--- config.mk ---
export PLATFORM = sky130hd
export DESIGN_NAME = clause_row_bcp
export DESIGN_NICKNAME = d
export VERILOG_FILES = /design/src/rtl/clause_row_pkg.sv /design/src/rtl/clause_cell.sv /design/src/rtl/clause_term.sv /design/src/rtl/clause_row_bcp.sv
export SDC_FILE = /design/constraint.sdc
export NUM_CORES = 1
export LEC_CHECK = 0
export ABC_CLOCK_PERIOD_IN_PS = 3880
export BUFFER_PORTS_ARGS = -buffer_cell sky130_fd_sc_hd__buf_2
export CAP_MARGIN = 10
export CORE_AREA = 2 2 44 62
export DETAILED_ROUTE_END_ITERATION = 12
export DIE_AREA = 0 0 46 64
export GPL_TIMING_DRIVEN = 0
export PLACE_DENSITY = 0.7
export REMOVE_ABC_BUFFERS = 1
export SETUP_SLACK_MARGIN = 0.5
export SKIP_LAST_GASP = 1
export SLEW_MARGIN = 10
export SYNTH_ARGS = -nofsm -noshare
export SYNTH_HDL_FRONTEND = slang
export SYNTH_HIERARCHICAL = 1
export SYNTH_SLANG_ARGS = --single-unit
--- constraint.sdc ---
create_clock -name clk_i -period 3.88 [get_ports clk_i]
set_clock_uncertainty 0.1 [all_clocks]
set_input_delay 0.194 -clock clk_i [delete_from_list [all_inputs] [get_ports clk_i]]
set_output_delay 0.194 -clock clk_i [all_outputs]
set_load 0.02 [all_outputs]
--- src/rtl/clause_row_pkg.sv ---
package clause_row_pkg;
  typedef logic [1:0] lit_code_t;
  typedef logic [1:0] free_cnt_t;

  localparam lit_code_t CODE_ABSENT = 2'b00;
  localparam lit_code_t CODE_POS    = 2'b10;
  localparam lit_code_t CODE_NEG    = 2'b01;

  function automatic free_cnt_t cnt_sat_inc(input free_cnt_t c);
    return (c == 2'd3) ? c : c + 2'd1;
  endfunction

  function automatic logic code_legal(input lit_code_t c);
    return c[1] ^ c[0];
  endfunction
endpackage

--- src/rtl/clause_cell.sv ---
module clause_cell
  import clause_row_pkg::*;
(
  input  logic      clk_i,
  input  logic      rst_ni,
  input  logic      wr_i,
  input  lit_code_t wr_code_i,
  input  logic      var_hi_i,
  input  logic      var_lo_i,
  input  logic      var_imp_i,
  input  free_cnt_t cnt_i,
  output free_cnt_t cnt_o,
  input  logic      imp_drv_i,
  input  logic      cclause_i,
  output logic      sat_o,
  output logic      conf_o,
  output logic      drv_hi_o,
  output logic      drv_lo_o,
  output logic      drv_imp_o
);
  lit_code_t code_q;
  logic      part, free, drv_data;

  always_ff @(posedge clk_i or negedge rst_ni) begin
    if (!rst_ni)   code_q <= CODE_ABSENT;
    else if (wr_i) code_q <= wr_code_i;
  end

  assign part     = code_legal(code_q);
  assign free     = part & ~var_hi_i & ~var_lo_i & ~var_imp_i;
  assign cnt_o    = free ? cnt_sat_inc(cnt_i) : cnt_i;
  assign sat_o    = part & ({var_hi_i, var_lo_i} == code_q);
  assign conf_o   = part & var_hi_i & var_lo_i & imp_drv_i;
  assign drv_data = part & (cclause_i | (imp_drv_i & free));
  assign drv_hi_o = drv_data & code_q[1];
  assign drv_lo_o = drv_data & code_q[0];
  assign drv_imp_o = imp_drv_i & free;

  // absent or illegal code stays inert
  assert_inert_code_R10: assert property (@(posedge clk_i) disable iff (!rst_ni)
    !code_legal(code_q) |-> !sat_o && !drv_hi_o && !drv_lo_o && !drv_imp_o && cnt_o == cnt_i);

  // code holds without a write
  assert_code_hold_R2: assert property (@(posedge clk_i) disable iff (!rst_ni)
    !wr_i |=> $stable(code_q));
endmodule

--- src/rtl/clause_term.sv ---
module clause_term
  import clause_row_pkg::*;
(
  input  free_cnt_t cnt_i,
  input  logic      sat_i,
  output logic      imp_drv_o,
  output logic      conf_o
);
  assign imp_drv_o = ~sat_i & (cnt_i == 2'd1);
  assign conf_o    = ~sat_i & (cnt_i == 2'd0);
endmodule

--- src/rtl/clause_row_bcp.sv ---
module clause_row_bcp
  import clause_row_pkg::*;
#(
  parameter int N     = 4,
  localparam int IDX_W = (N > 1) ? $clog2(N) : 1
) (
  input  logic             clk_i,
  input  logic             rst_ni,
  input  logic             wr_en_i,
  input  logic [IDX_W-1:0] wr_idx_i,
  input  logic [1:0]       wr_code_i,
  input  logic [N-1:0]     var_hi_i,
  input  logic [N-1:0]     var_lo_i,
  input  logic [N-1:0]     var_imp_i,
  output logic [N-1:0]     drv_hi_o,
  output logic [N-1:0]     drv_lo_o,
  output logic [N-1:0]     drv_imp_o,
  output logic [1:0]       free_cnt_o,
  output logic             sat_o,
  output logic             unit_o,
  output logic             conflict_o
);
  free_cnt_t    cnt [N+1];
  logic [N-1:0] cell_sat, cell_conf;
  logic         imp_drv, term_conf, cclause;

  assign cnt[0] = 2'd0;

  for (genvar i = 0; i < N; i++) begin : g_cell
    clause_cell u_cell (
      .clk_i     (clk_i),
      .rst_ni    (rst_ni),
      .wr_i      (wr_en_i && (wr_idx_i == IDX_W'(i))),
      .wr_code_i (wr_code_i),
      .var_hi_i  (var_hi_i[i]),
      .var_lo_i  (var_lo_i[i]),
      .var_imp_i (var_imp_i[i]),
      .cnt_i     (cnt[i]),
      .cnt_o     (cnt[i+1]),
      .imp_drv_i (imp_drv),
      .cclause_i (cclause),
      .sat_o     (cell_sat[i]),
      .conf_o    (cell_conf[i]),
      .drv_hi_o  (drv_hi_o[i]),
      .drv_lo_o  (drv_lo_o[i]),
      .drv_imp_o (drv_imp_o[i])
    );
  end

  clause_term u_term (
    .cnt_i     (cnt[N]),
    .sat_i     (sat_o),
    .imp_drv_o (imp_drv),
    .conf_o    (term_conf)
  );

  assign sat_o      = |cell_sat;
  assign cclause    = term_conf | (|cell_conf);
  assign free_cnt_o = cnt[N];
  assign unit_o     = imp_drv;
  assign conflict_o = cclause;

  // a satisfied clause is quiet
  assert_sat_quiet_R11: assert property (@(posedge clk_i) disable iff (!rst_ni)
    sat_o |-> !unit_o && !conflict_o);

  // at most one implied column per row
  assert_single_imply_R6: assert property (@(posedge clk_i) disable iff (!rst_ni)
    $onehot0(drv_imp_o));

  // implication drive only with a unit clause
  assert_imp_needs_unit_R6: assert property (@(posedge clk_i) disable iff (!rst_ni)
    (drv_imp_o != '0) |-> unit_o);

  // an unsatisfied clause with no free literal is in conflict
  assert_empty_conflict_R7: assert property (@(posedge clk_i) disable iff (!rst_ni)
    (free_cnt_o == 2'd0 && !sat_o) |-> conflict_o);

  // a data drive without a unit clause means conflict
  assert_drive_cause_R9: assert property (@(posedge clk_i) disable iff (!rst_ni)
    ((drv_hi_o | drv_lo_o) != '0 && !unit_o) |-> conflict_o);
endmodule

**After elaboration in Yosys (flattened, before gate mapping)**

Index checks and enable logic that the tools add are counted.

- Latch bits: 0
- Memories: 0
- Memory bits (writable): 0
- Bits of input ports: 19
- Word-level logic and storage cells: 101
- Bits in registers: 8
- Memory bits (read-only): 0

- Add/sub/neg operators: 3
- Order comparisons: 0
- Multiplexer cells: 7
- Multiply operators: 0
- Reductions and logical operators: 8
- Shift operators: 0
- Div/mod/pow operators: 0
- Bitwise operators: 68
- Equality and inequality tests: 11

Operator list:

| kind | number |
|---|---|
| 1-bit bitwise AND | 46 |
| 1-bit inverter | 13 |
| 2-bit two-way mux | 6 |
| 2-bit == test | 4 |
| 2-bit == test, second input constant | 4 |
| 4-bit OR reduction | 2 |
| 1-bit OR | 5 |
| 2-bit by 1-bit adder with 2-bit output, second input constant | 2 |
| 2-bit by 1-bit == test with 1-bit output, second input constant | 2 |
| 1-bit logical AND | 4 |
| 2-bit zero test | 2 |
| 1-bit bitwise XOR | 4 |
| 1-bit by 1-bit adder with 2-bit output, second input constant | 1 |
| 1-bit by 2-bit == test with 1-bit output, second input constant | 1 |
| 1-bit two-way mux | 1 |

**Longest topological paths before layout**

- Word-level depth: 22
- Mapped depth: 15
- Gate-level depth less buffers: 15

**Cells and area by module**

The synthesis kept the hierarchy.

By module, submodules not included:

| module | cells an instance | area each (sq um) | instances |
|---|---|---|---|
| clause_cell | 20 | 209.0 | 4 |
| clause_row_bcp | 10 | 53.8 | 1 |
| clause_term | 2 | 22.5 | 1 |

**Least setup slack after synthesis**

OpenSTA, ideal clock, no wires.

- Path type: reg-to-output
- Start: reg g_cell[0].u_cell.code_q[1]
- End: out drv_hi_o[0]
- Required time: 3.586 ns
- Path buffers: 0
- Stages on the path, launching flop included: 16
- Slack: -0.204 ns
- Arrival: 3.790 ns
- Cell sequence: dfrtp_1 > xor2_2 > a21oi_1 > a31oi_1 > nor2b_1 > a31oi_1 > nor2b_1 > a31oi_1 > a21oi_1 > a31oi_1 > nor3b_2 > and4_1 > nor3_1 > nand2_1 > nand2b_1 > a21boi_2

RTL lines:

| element | line | text |
|---|---|---|
| start: declaration | clause_cell.sv:21 | `lit_code_t code_q;` |
| start signal: assignment | clause_cell.sv:26 | `else if (wr_i) code_q <= wr_code_i;` |
| end: declaration | clause_row_bcp.sv:15 | `output logic [N-1:0] drv_hi_o,` |

==> flow_summary.toml <==
[critical_path]
critPathArrivalTime_ns = 3.23
crit_path_start_kind = "register"
end_kind = "output port"
path_class = "reg2out"
required_ns = 3.59
r2r_slack_ns = 2.84
crit_path_max_fanout = 7

[floorplan]
die_h_um = 64
fp.dieW_um = 46
row_count = 21
core_region_area_um2 = 2360
ios = 36
start_util_pct = 38.6
dieArea_um2 = 2940

[timing]
period_needed_ns = 3.53
final.period_utilization_pct = 90.9
holdWs_ns = 0.131
hold_viol = 0
fmax_mhz = 283
finalMaxSlewViolations = 0
tns_ns = 0
worst_slack_ns = 0.351
setup_viol = 0
rsz0062_at_grt = "yes"

[global_routing]
overflow = 0
track_usage_pct = 16.8
antenna_found_initial = 0
first_global_vias = 870
grt_max_degree = 9
grt_pass1_wl_um = 3600

[clock_network]
worst_skew_pair.late_latency_ns = 0.25
clockBufferDepth = 2
cts.htree.levels = 1
cts_root_buf = "clkbuf_4"
numCtsBuffers = 3
cts.sinks = 8
tritoncts = "yes"
clk_pin_slew_ns = 0.05

[final_layout]
fillers = 198
stdcell_count = 169
multi_input_area_um2 = 843
diodes = 0
largest_reg_flops = 8
seq_area_um2 = 201
nNetsFinal = 167
reg.largest.list = "g_cell.u_cell/code_q x8"
regMostFlops = "g_cell.u_cell/code_q"
final_cell_area_um2 = 1410
drive_above_1_share_pct = 65.8
area_growth_syn_to_layout_pct = 54.2
utilization_pct = 59.5

[synthesis]
synth_edf_count = 0
syn_inst = 92
yosys_most_used_dff = "dfrtp_1"
synth.distinct_cells = 23
netlist_area_um2 = 912
ys_ff_latch = 8
yosys_warnings = 6
avgSynthCellArea_um2 = 9.91
seq_area_frac_synth_pct = 21.9
async_reset_ff_share_pct = 100

[placement]
dp_cells = 154
place_area_um2 = 1130
routabilityCongestion = 0.730
pre_cts_slack_ns = -0.0689
port_buffers = 35
dpl.hpwl_um = 1750

[power]
power_uw = 462
cellLeakagePower_nw = 0.651
ir_worst_vdd_mv = 0.242
p_per_area_nw_per_um2 = 329

[drt]
drt_first_iter_violations = 4
wl_per_cell_um = 13.4
vias = 905
drc_errors = 0
wirelength_um = 2260
first_pass_iters = 4
drtAntennaViolNets = 0
via_per_inst = 5.36

[status]
status = "complete, no violations"

[worst_hold_path]
hold_class = "in2reg"

[run]
drv_cap = 0
-- placed cells by master (no fill, tap or decap), types with 5 or more instances in the layout --
cell type / instances
dfrtp_1: 7
conb_1: 5
buf_4: 19
buf_2: 24
or4bb_1: 8
nand2_1: 5
a21boi_2: 8
mux2_2: 8
nor3_2: 5
nand2b_1: 8
-- worst max-delay path, stage by stage (launching register included) --
cell,delay [ns]
dfrtp_1,0.41
xor2_2,0.21
a21oi_2,0.09
a31oi_4,0.19
a21oi_2,0.07
a31oi_4,0.19
nor2b_4,0.19
a31oi_4,0.11
nor2b_4,0.16
a31oi_4,0.18
nor3b_4,0.35
and4_4,0.30
nor3_4,0.05
nand2_2,0.11
nand2b_1,0.08
a21boi_2,0.14
buf_4,0.15
-- timing repair --
item | CTS | global route
gates cloned | 1 | 0
pin swaps | 17 | 5
endpoints found under the setup margin | 14 | 13
hold buffers | 1 | 0
gates resized for setup | 18 | 22
endpoints found under the hold margin | 8 | 0
setup buffers | 9 | 1
-- metal layers --
metal  GRT usage (%)  vias to the layer above  routed length (um)
met3            2.54                        6                  78
met1            15.1                      427                 799
met2            31.1                       18                1300
li1                -                      454                   -
met4            11.4                        0                  80
met5               0                        -                   0
-- path summary, 6_finish.rpt --
kind                                            startpoint                          to  cells after the start
worst min-delay path                          wr_code_i[1]  g_cell[3].u_cell/code_q[1]                      2
min in group asynchronous                           rst_ni  g_cell[2].u_cell/code_q[1]                      2
worst max-delay path            g_cell[0].u_cell/code_q[1]                 drv_hi_o[2]                     16
worst max register to register  g_cell[0].u_cell/code_q[0]  g_cell[0].u_cell/code_q[0]                      2
worst min register to register  g_cell[3].u_cell/code_q[1]  g_cell[3].u_cell/code_q[1]                      1
max in group asynchronous                           rst_ni  g_cell[0].u_cell/code_q[0]                      2
-- final cells by class --
| type | instances | area share, % |
|---|---|---|
| timing repair buffer | 46 | 21.0 |
| sequential | 8 | 14.3 |
| multi-input combinational | 85 | 60.0 |
| inverter | 4 | 1.07 |
| clock buffer | 3 | 1.60 |
| tap | 23 | 2.05 |
-- cells in the mapped netlist, types with 2 or more instances --
cell type  instances  area share (%)
nand2b_1           8             5.5
a21oi_1            4             2.2
or4bb_1            8             9.9
xor2_2             4             7.1
nor2_1             2            0.82
nor3_2             5             5.5
inv_1              4             1.6
nand2_1            6             2.5
nand3_2            4             4.4
mux2_2             8             9.9
nor2b_1            4             2.7
a31o_1             4             3.8
a21boi_2           8             9.9
a31oi_1            4             2.7
and4_1             4             3.8
dfrtp_1            8              22
-- cell families (layout without fill, tap and decap cells) --
kind of cell	count (synthesis)	in the layout	share of synthesized area, %
mux	8	8	9.88
other cells	1	5	0.411
xor+xnor	4	4	7.13
compound gates	20	20	18.7
buf+inv	4	53	1.65
simple gates	47	48	40.3
flops	8	8	21.9
-- where the power goes --
part / total, mW / internal, mW / switching [mW]
Sequential: 0.125 / 0.0999 / 0.0254
Combinational: 0.277 / 0.132 / 0.144
Clock: 0.0605 / 0.0352 / 0.0254
No activity file was read; power rests on OpenSTA's default activity.
